===== src/rtl/cpuport_pkg.sv =====
package cpuport_pkg;
    typedef enum logic {
        CELL_HOLD  = 1'b0,
        CELL_DECAY = 1'b1
    } cell_state_e;

    localparam int PORT_W    = 8;
    localparam int BANK_W    = 3;
    localparam int FLOAT_LO  = 6;
    localparam int FLOAT_N   = 2;
    localparam logic [PORT_W-1:0] PULL_MASK  = 8'h17;
    localparam logic [PORT_W-1:0] DIR_RST    = 8'h00;
    localparam logic [PORT_W-1:0] DATA_RST   = 8'h3F;
    localparam logic [PORT_W-1:0] PINS_RST   = 8'h3F;
endpackage


===== src/rtl/cpuport_regs.sv =====
module cpuport_regs
    import cpuport_pkg::*;
(
    input  logic              clk,
    input  logic              rst_n,
    input  logic              wr_dir,
    input  logic              wr_data,
    input  logic [PORT_W-1:0] wbyte,
    output logic [PORT_W-1:0] dir_q,
    output logic [PORT_W-1:0] data_q,
    output logic [PORT_W-1:0] pins_q
);
    logic [PORT_W-1:0] dir_d, data_d, pins_d;

    always_comb begin
        dir_d  = wr_dir  ? wbyte : dir_q;
        data_d = wr_data ? wbyte : data_q;
        pins_d = (pins_q & ~dir_d) | (data_d & dir_d);
    end

    always_ff @(posedge clk) begin
        if (!rst_n) begin
            dir_q  <= DIR_RST;
            data_q <= DATA_RST;
            pins_q <= PINS_RST;
        end else begin
            dir_q  <= dir_d;
            data_q <= data_d;
            pins_q <= pins_d;
        end
    end


    dir_hold_chk: assert property (@(posedge clk) disable iff (!rst_n)
        !wr_dir |=> $stable(dir_q));


    pins_idle_chk: assert property (@(posedge clk) disable iff (!rst_n)
        !(wr_dir || wr_data) |=> $stable(pins_q));


    pins_out_chk: assert property (@(posedge clk) disable iff (!rst_n)
        (wr_dir || wr_data) |=> ((pins_q & dir_q) == (data_q & dir_q)));
endmodule


===== src/rtl/cpuport_decay_cell.sv =====
module cpuport_decay_cell
    import cpuport_pkg::*;
#(
    parameter int CNT_W   = 32,
    parameter int FALLOFF = 350000
) (
    input  logic             clk,
    input  logic             rst_n,
    input  logic [CNT_W-1:0] now,
    input  logic             dir_bit,
    input  logic             data_bit,
    input  logic             wr_data,
    input  logic             wr_bit,
    input  logic             wr_dir,
    input  logic             new_dir_bit,
    input  logic             rd_port,
    output logic             level
);
    localparam logic [CNT_W-1:0] SPAN = CNT_W'(FALLOFF);

    cell_state_e       state_q, state_d;
    logic              latch_q;
    logic [CNT_W-1:0]  deadline_q;
    logic [CNT_W-1:0]  gap;
    logic              load_wr, load_dir, expire;

    assign load_wr  = wr_data && dir_bit;
    assign load_dir = wr_dir && dir_bit && !new_dir_bit;
    assign gap      = deadline_q - now;
    assign expire   = rd_port && (state_q == CELL_DECAY) && gap[CNT_W-1];
    assign level    = expire ? 1'b0 : latch_q;

    always_comb begin
        state_d = state_q;
        unique case (state_q)
            CELL_HOLD:  if (load_wr || load_dir) state_d = CELL_DECAY;
            CELL_DECAY: if (load_wr || load_dir) state_d = CELL_DECAY;
                        else if (expire)          state_d = CELL_HOLD;
            default:    state_d = CELL_HOLD;
        endcase
    end

    always_ff @(posedge clk) begin
        if (!rst_n) state_q <= CELL_HOLD;
        else        state_q <= state_d;
    end

    always_ff @(posedge clk) begin
        if (!rst_n) begin
            latch_q    <= 1'b0;
            deadline_q <= '0;
        end else if (load_wr) begin
            latch_q    <= wr_bit;
            deadline_q <= now + SPAN;
        end else if (load_dir) begin
            latch_q    <= data_bit;
            deadline_q <= now + SPAN;
        end else if (expire) begin
            latch_q    <= 1'b0;
        end
    end


    expire_clear_chk: assert property (@(posedge clk) disable iff (!rst_n)
        expire |=> (state_q == CELL_HOLD) && !latch_q);


    hold_ignore_chk: assert property (@(posedge clk) disable iff (!rst_n)
        (wr_data && !dir_bit) |=> $stable(latch_q));


    capture_chk: assert property (@(posedge clk) disable iff (!rst_n)
        load_dir |=> (latch_q == $past(data_bit)) && (state_q == CELL_DECAY));
endmodule


===== src/rtl/cpuport_decay.sv =====
module cpuport_decay
    import cpuport_pkg::*;
#(
    parameter int ADDR_W  = 16,
    parameter int CNT_W   = 32,
    parameter int FALLOFF = 350000
) (
    input  logic              clk,
    input  logic              rst_n,
    input  logic              acc_en,
    input  logic              acc_we,
    input  logic [ADDR_W-1:0] acc_addr,
    input  logic [7:0]        acc_wdata,
    output logic [7:0]        acc_rdata,
    input  logic [7:0]        last_bus_rd,
    output logic [2:0]        bank_sel,
    output logic              ram_en,
    output logic              ram_we,
    output logic [ADDR_W-1:0] ram_addr,
    output logic [7:0]        ram_wdata,
    input  logic [7:0]        ram_rdata
);
    logic [CNT_W-1:0]  now_q;
    logic              hit_dir, hit_dat, hit_low;
    logic              wr_dir, wr_dat, rd_dat;
    logic [PORT_W-1:0] dir_q, data_q, pins_q, port_val;
    logic [FLOAT_N-1:0] float_lvl;

    always_ff @(posedge clk) begin
        if (!rst_n) now_q <= '0;
        else        now_q <= now_q + 1'b1;
    end

    assign hit_dir = acc_en && (acc_addr == ADDR_W'(0));
    assign hit_dat = acc_en && (acc_addr == ADDR_W'(1));
    assign hit_low = hit_dir || hit_dat;
    assign wr_dir  = hit_dir && acc_we;
    assign wr_dat  = hit_dat && acc_we;
    assign rd_dat  = hit_dat && !acc_we;

    cpuport_regs u_regs (
        .clk     (clk),
        .rst_n   (rst_n),
        .wr_dir  (wr_dir),
        .wr_data (wr_dat),
        .wbyte   (acc_wdata),
        .dir_q   (dir_q),
        .data_q  (data_q),
        .pins_q  (pins_q)
    );

    for (genvar g = 0; g < FLOAT_N; g++) begin : g_float
        cpuport_decay_cell #(
            .CNT_W   (CNT_W),
            .FALLOFF (FALLOFF)
        ) u_cell (
            .clk         (clk),
            .rst_n       (rst_n),
            .now         (now_q),
            .dir_bit     (dir_q[FLOAT_LO+g]),
            .data_bit    (data_q[FLOAT_LO+g]),
            .wr_data     (wr_dat),
            .wr_bit      (acc_wdata[FLOAT_LO+g]),
            .wr_dir      (wr_dir),
            .new_dir_bit (acc_wdata[FLOAT_LO+g]),
            .rd_port     (rd_dat),
            .level       (float_lvl[g])
        );
    end

    always_comb begin
        port_val = (data_q | ~dir_q) & (pins_q | PULL_MASK);
        if (!dir_q[5]) port_val[5] = 1'b0;
        for (int i = 0; i < FLOAT_N; i++) begin
            if (!dir_q[FLOAT_LO+i]) port_val[FLOAT_LO+i] = float_lvl[i];
        end
    end

    always_comb begin
        if (hit_dir)      acc_rdata = dir_q;
        else if (hit_dat) acc_rdata = port_val;
        else              acc_rdata = ram_rdata;
    end

    assign bank_sel  = BANK_W'(data_q | ~dir_q);
    assign ram_en    = acc_en && (!hit_low || acc_we);
    assign ram_we    = acc_we;
    assign ram_addr  = acc_addr;
    assign ram_wdata = hit_low ? last_bus_rd : acc_wdata;


    bank_stable_chk: assert property (@(posedge clk) disable iff (!rst_n)
        !(wr_dir || wr_dat) |=> $stable(bank_sel));


    shadow_wr_chk: assert property (@(posedge clk) disable iff (!rst_n)
        (wr_dir || wr_dat) |-> (ram_en && ram_we && ram_wdata == last_bus_rd));
endmodule


===== config.mk =====
export PLATFORM = sky130hd
export DESIGN_NAME = cpuport_decay
export DESIGN_NICKNAME = d
export VERILOG_FILES = /design/src/rtl/cpuport_pkg.sv /design/src/rtl/cpuport_regs.sv /design/src/rtl/cpuport_decay_cell.sv /design/src/rtl/cpuport_decay.sv
export SDC_FILE = /design/constraint.sdc
export NUM_CORES = 1
export LEC_CHECK = 0
export BUFFER_PORTS_ARGS = -buffer_cell sky130_fd_sc_hd__buf_2
export CAP_MARGIN = 20
export CELL_PAD_IN_SITES_DETAIL_PLACEMENT = 0
export CELL_PAD_IN_SITES_GLOBAL_PLACEMENT = 1
export CORE_ASPECT_RATIO = 0.8
export CORE_UTILIZATION = 35
export CTS_CLUSTER_DIAMETER = 120
export DETAILED_ROUTE_END_ITERATION = 6
export HOLD_SLACK_MARGIN = 0.03
export PLACE_DENSITY = 0.75
export SLEW_MARGIN = 25
export SYNTH_ARGS = -nofsm -noshare
export SYNTH_HDL_FRONTEND = slang
export SYNTH_SLANG_ARGS = --single-unit

===== constraint.sdc =====
create_clock -name clk -period 5.2 [get_ports clk]
set_clock_uncertainty 0.15 [all_clocks]
set_input_delay 0.52 -clock clk [delete_from_list [all_inputs] [get_ports clk]]
set_output_delay 0.52 -clock clk [all_outputs]
set_load 0.005 [all_outputs]

==> impl.org <==
** Outcome
- Outcome :: complete, no violations

** Layout
- 0 antenna diodes ended up in the layout.
- Of the cells placed in the final design, the portion with a size suffix greater than 1 is 0.1388.
- In the final design database the tool counted 1,110 nets.
- Final standard cell area without fillers :: 8720 um2
- The count of cells in the finished layout, fillers not included, comes to 1,285.
- Area overhead of the layout relative to synthesis :: 14.11%

** Drt
- After detailed routing, the total wire length is 19,240 um.
- After detailed routing, the number of remaining DRC violations is 0.
- Iter 0 DRT Violations :: 507
- Vias per Instance :: 5.319
- Routed vias :: 6,835
- DR WL/cell :: 14.97 um
- Antenna violation net count after detailed routing :: 0
- The first detailed-routing pass ran for 5 iterations.

** Power and ir drop
- The share of total power dissipated in sequential elements is 0.396.
- The analysis attributes to net switching a power of 0.0005251 W.
- Total power divided by cell area :: 267.8 nW/um2
- Switching part of the total power :: 0.2249
- The analysis attributes to cell leakage a power of 3.450 nW.
- Cell internal pwr :: 0.001810 W
- IR analysis of the VDD net gives a maximum drop of 0.2006 mV.
- Of the total power, the clock network draws 0.564.
- Of the total power, combinational logic draws 0.040.

** Clock network
- Hold buffer count at CTS :: 0
- After clock tree synthesis, the clock-pin slew on the worst setup and hold paths is 0.06 ns.
- Clock network latency to the later pin of the worst-skew pair :: 0.42 ns
- TritonCTS created 17 clock buffers.
- For this design, the sink count on the clock tree is 120.
- Clock Path Buffers :: 2
- TritonCTS clock tree :: yes
- CTS H-tree depth :: 4
- Number of setup buffers added after CTS :: 0
- Post-CTS repair changed the size of 0 cells.
- In this run the clock root is driven by a sky130_fd_sc_hd__clkbuf_16.

** Place
- Placed standard-cell area :: 8065 um2
- Port buffering added 80 buffers.
- Post-Place Cells :: 1,253
- Before CTS, the worst setup slack after placement is 1.660 ns.
- The HPWL after detailed placement is 13,180 um.
- Routability-driven placement finished with a final weighted congestion of 0.7778.

** Die
- The floorplan step defined a die boundary enclosing 22,430 um2.
- Width of the die :: 167.2 um
- The floorplan has 47 rows.
- Overall die height :: 134.2 um
- The total area inside the core boundary comes to 21,050 um2.
- In this run the count of I/O pins placed on the die edge is 81.
- Initial cell density of the core :: 0.3630

** Setup path
- The most numerous cell type found on the critical path is sky130_fd_sc_hd__a221o_1.
- Counting both buffers and inverters, the worst setup path holds a total of 2.
- The slowest stage of the critical path is the sky130_fd_sc_hd__dfxtp_1 cell.
- Peak per-stage delay on the critical path :: 0.47 ns
- The critical path goes through inv_1 > ha_1 > a21o_1 > a221o_1 > a221o_1 > a211o_1 > a21boi_0 > a41oi_1 > o31ai_1 > buf_2.
- Biggest fanout along the worst timing path :: 8
- At the worst endpoint, the arrival time is 3.34 ns.
- Worst endpoint required time :: 4.53 ns
- Critical Path Start Type :: register
- Critical Path End Type :: primary output
- The critical path is of the reg -> out type.
- On the critical path the largest part of the delay comes from compound AO/OA/AOI/OAI gates.

** Timing
- Final Hold Violating Endpoints :: 0
- The number of pins with negative max-slew slack in the final report came to 0.
- In this run the tightest slew margin relative to its limit is 0.3908.
- Setup repair after global routing left no endpoint under its margin.
- Count of endpoints failing setup in the final report :: 0
- Final Cycle Share :: 0.7716
- Minimum clock period :: 4.012 ns
- Slack of the critical path :: 1.188 ns
- Static timing analysis puts the maximum clock frequency at 0.2492 GHz.
- Setup total negative slack :: 0 ns
- Slew of the pin with the lowest slew margin :: 0.9138 ns

** Hold path
- Class of the tightest hold or removal check :: in -> reg

** Synthesis
- The post-synthesis compound-gate area fraction came to 0.1899.
- When the netlist entered floorplanning its net count stood at 1,085.
- The share of the Yosys chip area taken by registers is 0.3144.
- Cell types with the largest area share after synthesis :: sky130_fd_sc_hd__dfxtp_1 (31%), sky130_fd_sc_hd__ha_1 (10%), sky130_fd_sc_hd__nand2_1 (7.3%), sky130_fd_sc_hd__nand3_1 (4.6%), sky130_fd_sc_hd__o21ai_0 (4.4%)
- Yosys synthesis warning count :: 0
- Arithmetic-cell share of the synthesized area counting full adders, half adders and majority gates :: 0.1032
- Main synth FF type :: sky130_fd_sc_hd__dfxtp_1
- Gate count after technology mapping :: 978
- Yosys mapped a number of flops with a built-in enable equal to 0.
- Of the total synthesized cell area, the portion taken by XOR and XNOR cells is 0.04012.
- Commonest cells post-synth :: sky130_fd_sc_hd__nand2_1 (149), sky130_fd_sc_hd__dfxtp_1 (120), sky130_fd_sc_hd__nand3_1 (70), sky130_fd_sc_hd__o21ai_0 (67), sky130_fd_sc_hd__ha_1 (63)
- The cell area that synthesis handed to floorplanning was 7641 um2.
- Of the total synthesized cell area, the portion taken by AND, OR, NAND and NOR gates is 0.2649.
- Average cell area after synthesis :: 7.813 um2
- After synthesis, the share of cell area in mux cells is 0.01981.
- Post-synthesis sequential element count :: 120
- After synthesis, the largest family of logic cells by area is simple AND/OR/NAND/NOR gates.
- After synthesis, the share of flip-flops with an asynchronous set or reset is 0.
- The largest total area in the synthesized netlist belongs to sky130_fd_sc_hd__dfxtp_1.
- By instance count, the leading cell after synthesis is sky130_fd_sc_hd__nand2_1.
- In this run, distinct cell masters in the synthesized netlist total 57.
- The share of synthesized area in the top cell type comes to 0.3144.

** Global route
- Global routing finished with a remaining overflow of 0.
- The number of antenna violations at the first check in global routing is 0.
- Global-route wire length before repair :: 32,290 um
- In the global route stage, overall resource usage came out at 0.1794.
- The via count of the first global-routing pass was 6,226.
- Largest net degree at the start of global routing :: 81

** Job
- Max Cap Viol :: 0
-- cell type report --
type                            instances  area [um2]
Fill cell                            2160       12330
Sequential cell                       120        2402
Clock inverter                         12       187.7
Inverter                               35       131.4
Timing Repair Buffer                   87       455.4
Tap cell                              269       336.6
Clock buffer                           20       466.7
Multi-Input combinational cell        742        4740
-- per-stage QoR --
step,utilization,hold WS [ns],power [W]
floorplan,-,0.2816,0.001003
global placement,0.3831,0.3003,0.001039
detailed placement,0.3831,0.2982,0.001038
CTS,0.4142,0.1844,0.002354
global route,0.4142,0.1924,0.002415
finish,0.4142,0.1933,0.002335
-- worst paths after layout --
| path | from | end | slack (ns) | cells past startpoint |
|---|---|---|---|---|
| max reg2reg | now_q[0] | now_q[22] | 2.10 | 7 |
| max | now_q[16] | acc_rdata[7] | 1.19 | 10 |
| min reg2reg | register | register | 0.32 | 2 |
| min | acc_wdata[1] | register | 0.19 | 3 |
-- kinds of logic (layout without fill, tap and decap cells) --
logic type / Yosys count / count (layout)
adder cells (fa/ha/maj): 63 / 63
XOR/XNOR: 35 / 35
multiplexers: 14 / 14
AO/OA/AOI/OAI: 222 / 222
buffers and inverters: 116 / 154
flip-flops: 120 / 120
AND/OR/NAND/NOR: 408 / 408
-- registers in the layout (all words and copies together) (netlist names), named ones only --
| name | cells |
|---|---|
| u_regs.data_q | 4 |
| u_regs.dir_q | 4 |
| g_float.u_cell.latch_q | 2 |
| now_q | 32 |
| g_float.u_cell.deadline_q | 64 |
| g_float.u_cell.state_q | 2 |
-- power groups by stage --
stage	sequential (W)	clock, W	combinational, W
after floorplan	0.000944	0	0.0000591
after global placement	0.000946	0	0.0000933
after detailed placement	0.000945	0	0.0000928
after CTS	0.000925	0.00133	0.0000936
after global routing	0.000925	0.00139	0.000104
final	0.000925	0.00132	0.0000929
-- cells in the final DEF, fill, tap and decap left out, types with 4 or more instances in the layout --
| cell type | instances |
|---|---|
| sky130_fd_sc_hd__nand3_1 | 68 |
| sky130_fd_sc_hd__dfxtp_1 | 120 |
| sky130_fd_sc_hd__and4_1 | 5 |
| sky130_fd_sc_hd__buf_4 | 8 |
| sky130_fd_sc_hd__a31oi_1 | 26 |
| sky130_fd_sc_hd__mux2i_1 | 5 |
| sky130_fd_sc_hd__a221o_1 | 5 |
| sky130_fd_sc_hd__nor3_1 | 29 |
| sky130_fd_sc_hd__o211a_1 | 10 |
| sky130_fd_sc_hd__o31ai_1 | 4 |
| sky130_fd_sc_hd__inv_1 | 34 |
| sky130_fd_sc_hd__a21boi_0 | 36 |
| sky130_fd_sc_hd__nor4_1 | 6 |
| sky130_fd_sc_hd__mux2_2 | 9 |
| sky130_fd_sc_hd__and2_1 | 32 |
| sky130_fd_sc_hd__nor2b_1 | 8 |
| sky130_fd_sc_hd__nand2b_1 | 4 |
| sky130_fd_sc_hd__a21o_1 | 8 |
| sky130_fd_sc_hd__a211oi_1 | 5 |
| sky130_fd_sc_hd__o21a_1 | 6 |
| sky130_fd_sc_hd__or3_1 | 8 |
| sky130_fd_sc_hd__and3_1 | 9 |
| sky130_fd_sc_hd__xor2_1 | 4 |
| sky130_fd_sc_hd__nor2_1 | 38 |
| sky130_fd_sc_hd__or4_1 | 25 |
| sky130_fd_sc_hd__a21oi_1 | 30 |
| sky130_fd_sc_hd__o21ai_0 | 67 |
| sky130_fd_sc_hd__ha_1 | 63 |
| sky130_fd_sc_hd__xnor2_1 | 31 |
| sky130_fd_sc_hd__bufinv_16 | 4 |
| sky130_fd_sc_hd__nand4_1 | 12 |
| sky130_fd_sc_hd__clkbuf_16 | 17 |
| sky130_fd_sc_hd__buf_2 | 79 |
| sky130_fd_sc_hd__nand2_1 | 149 |
-- worst min-delay path, cell delays in order --
cell and delay, ns:
sky130_fd_sc_hd__buf_2 0.10, sky130_fd_sc_hd__nand2_1 0.05, sky130_fd_sc_hd__nand3_1 0.06
-- metal layers --
metal,vias to the layer above,share of wire,global-route usage
li1,3526,-,-
met1,3140,0.53,0.2609
met2,159,0.41,0.2629
met3,10,0.053,0.04810
met4,0,0.0058,0.03670
met5,-,0,0
Note: power is estimated with default switching activity, not from simulation.
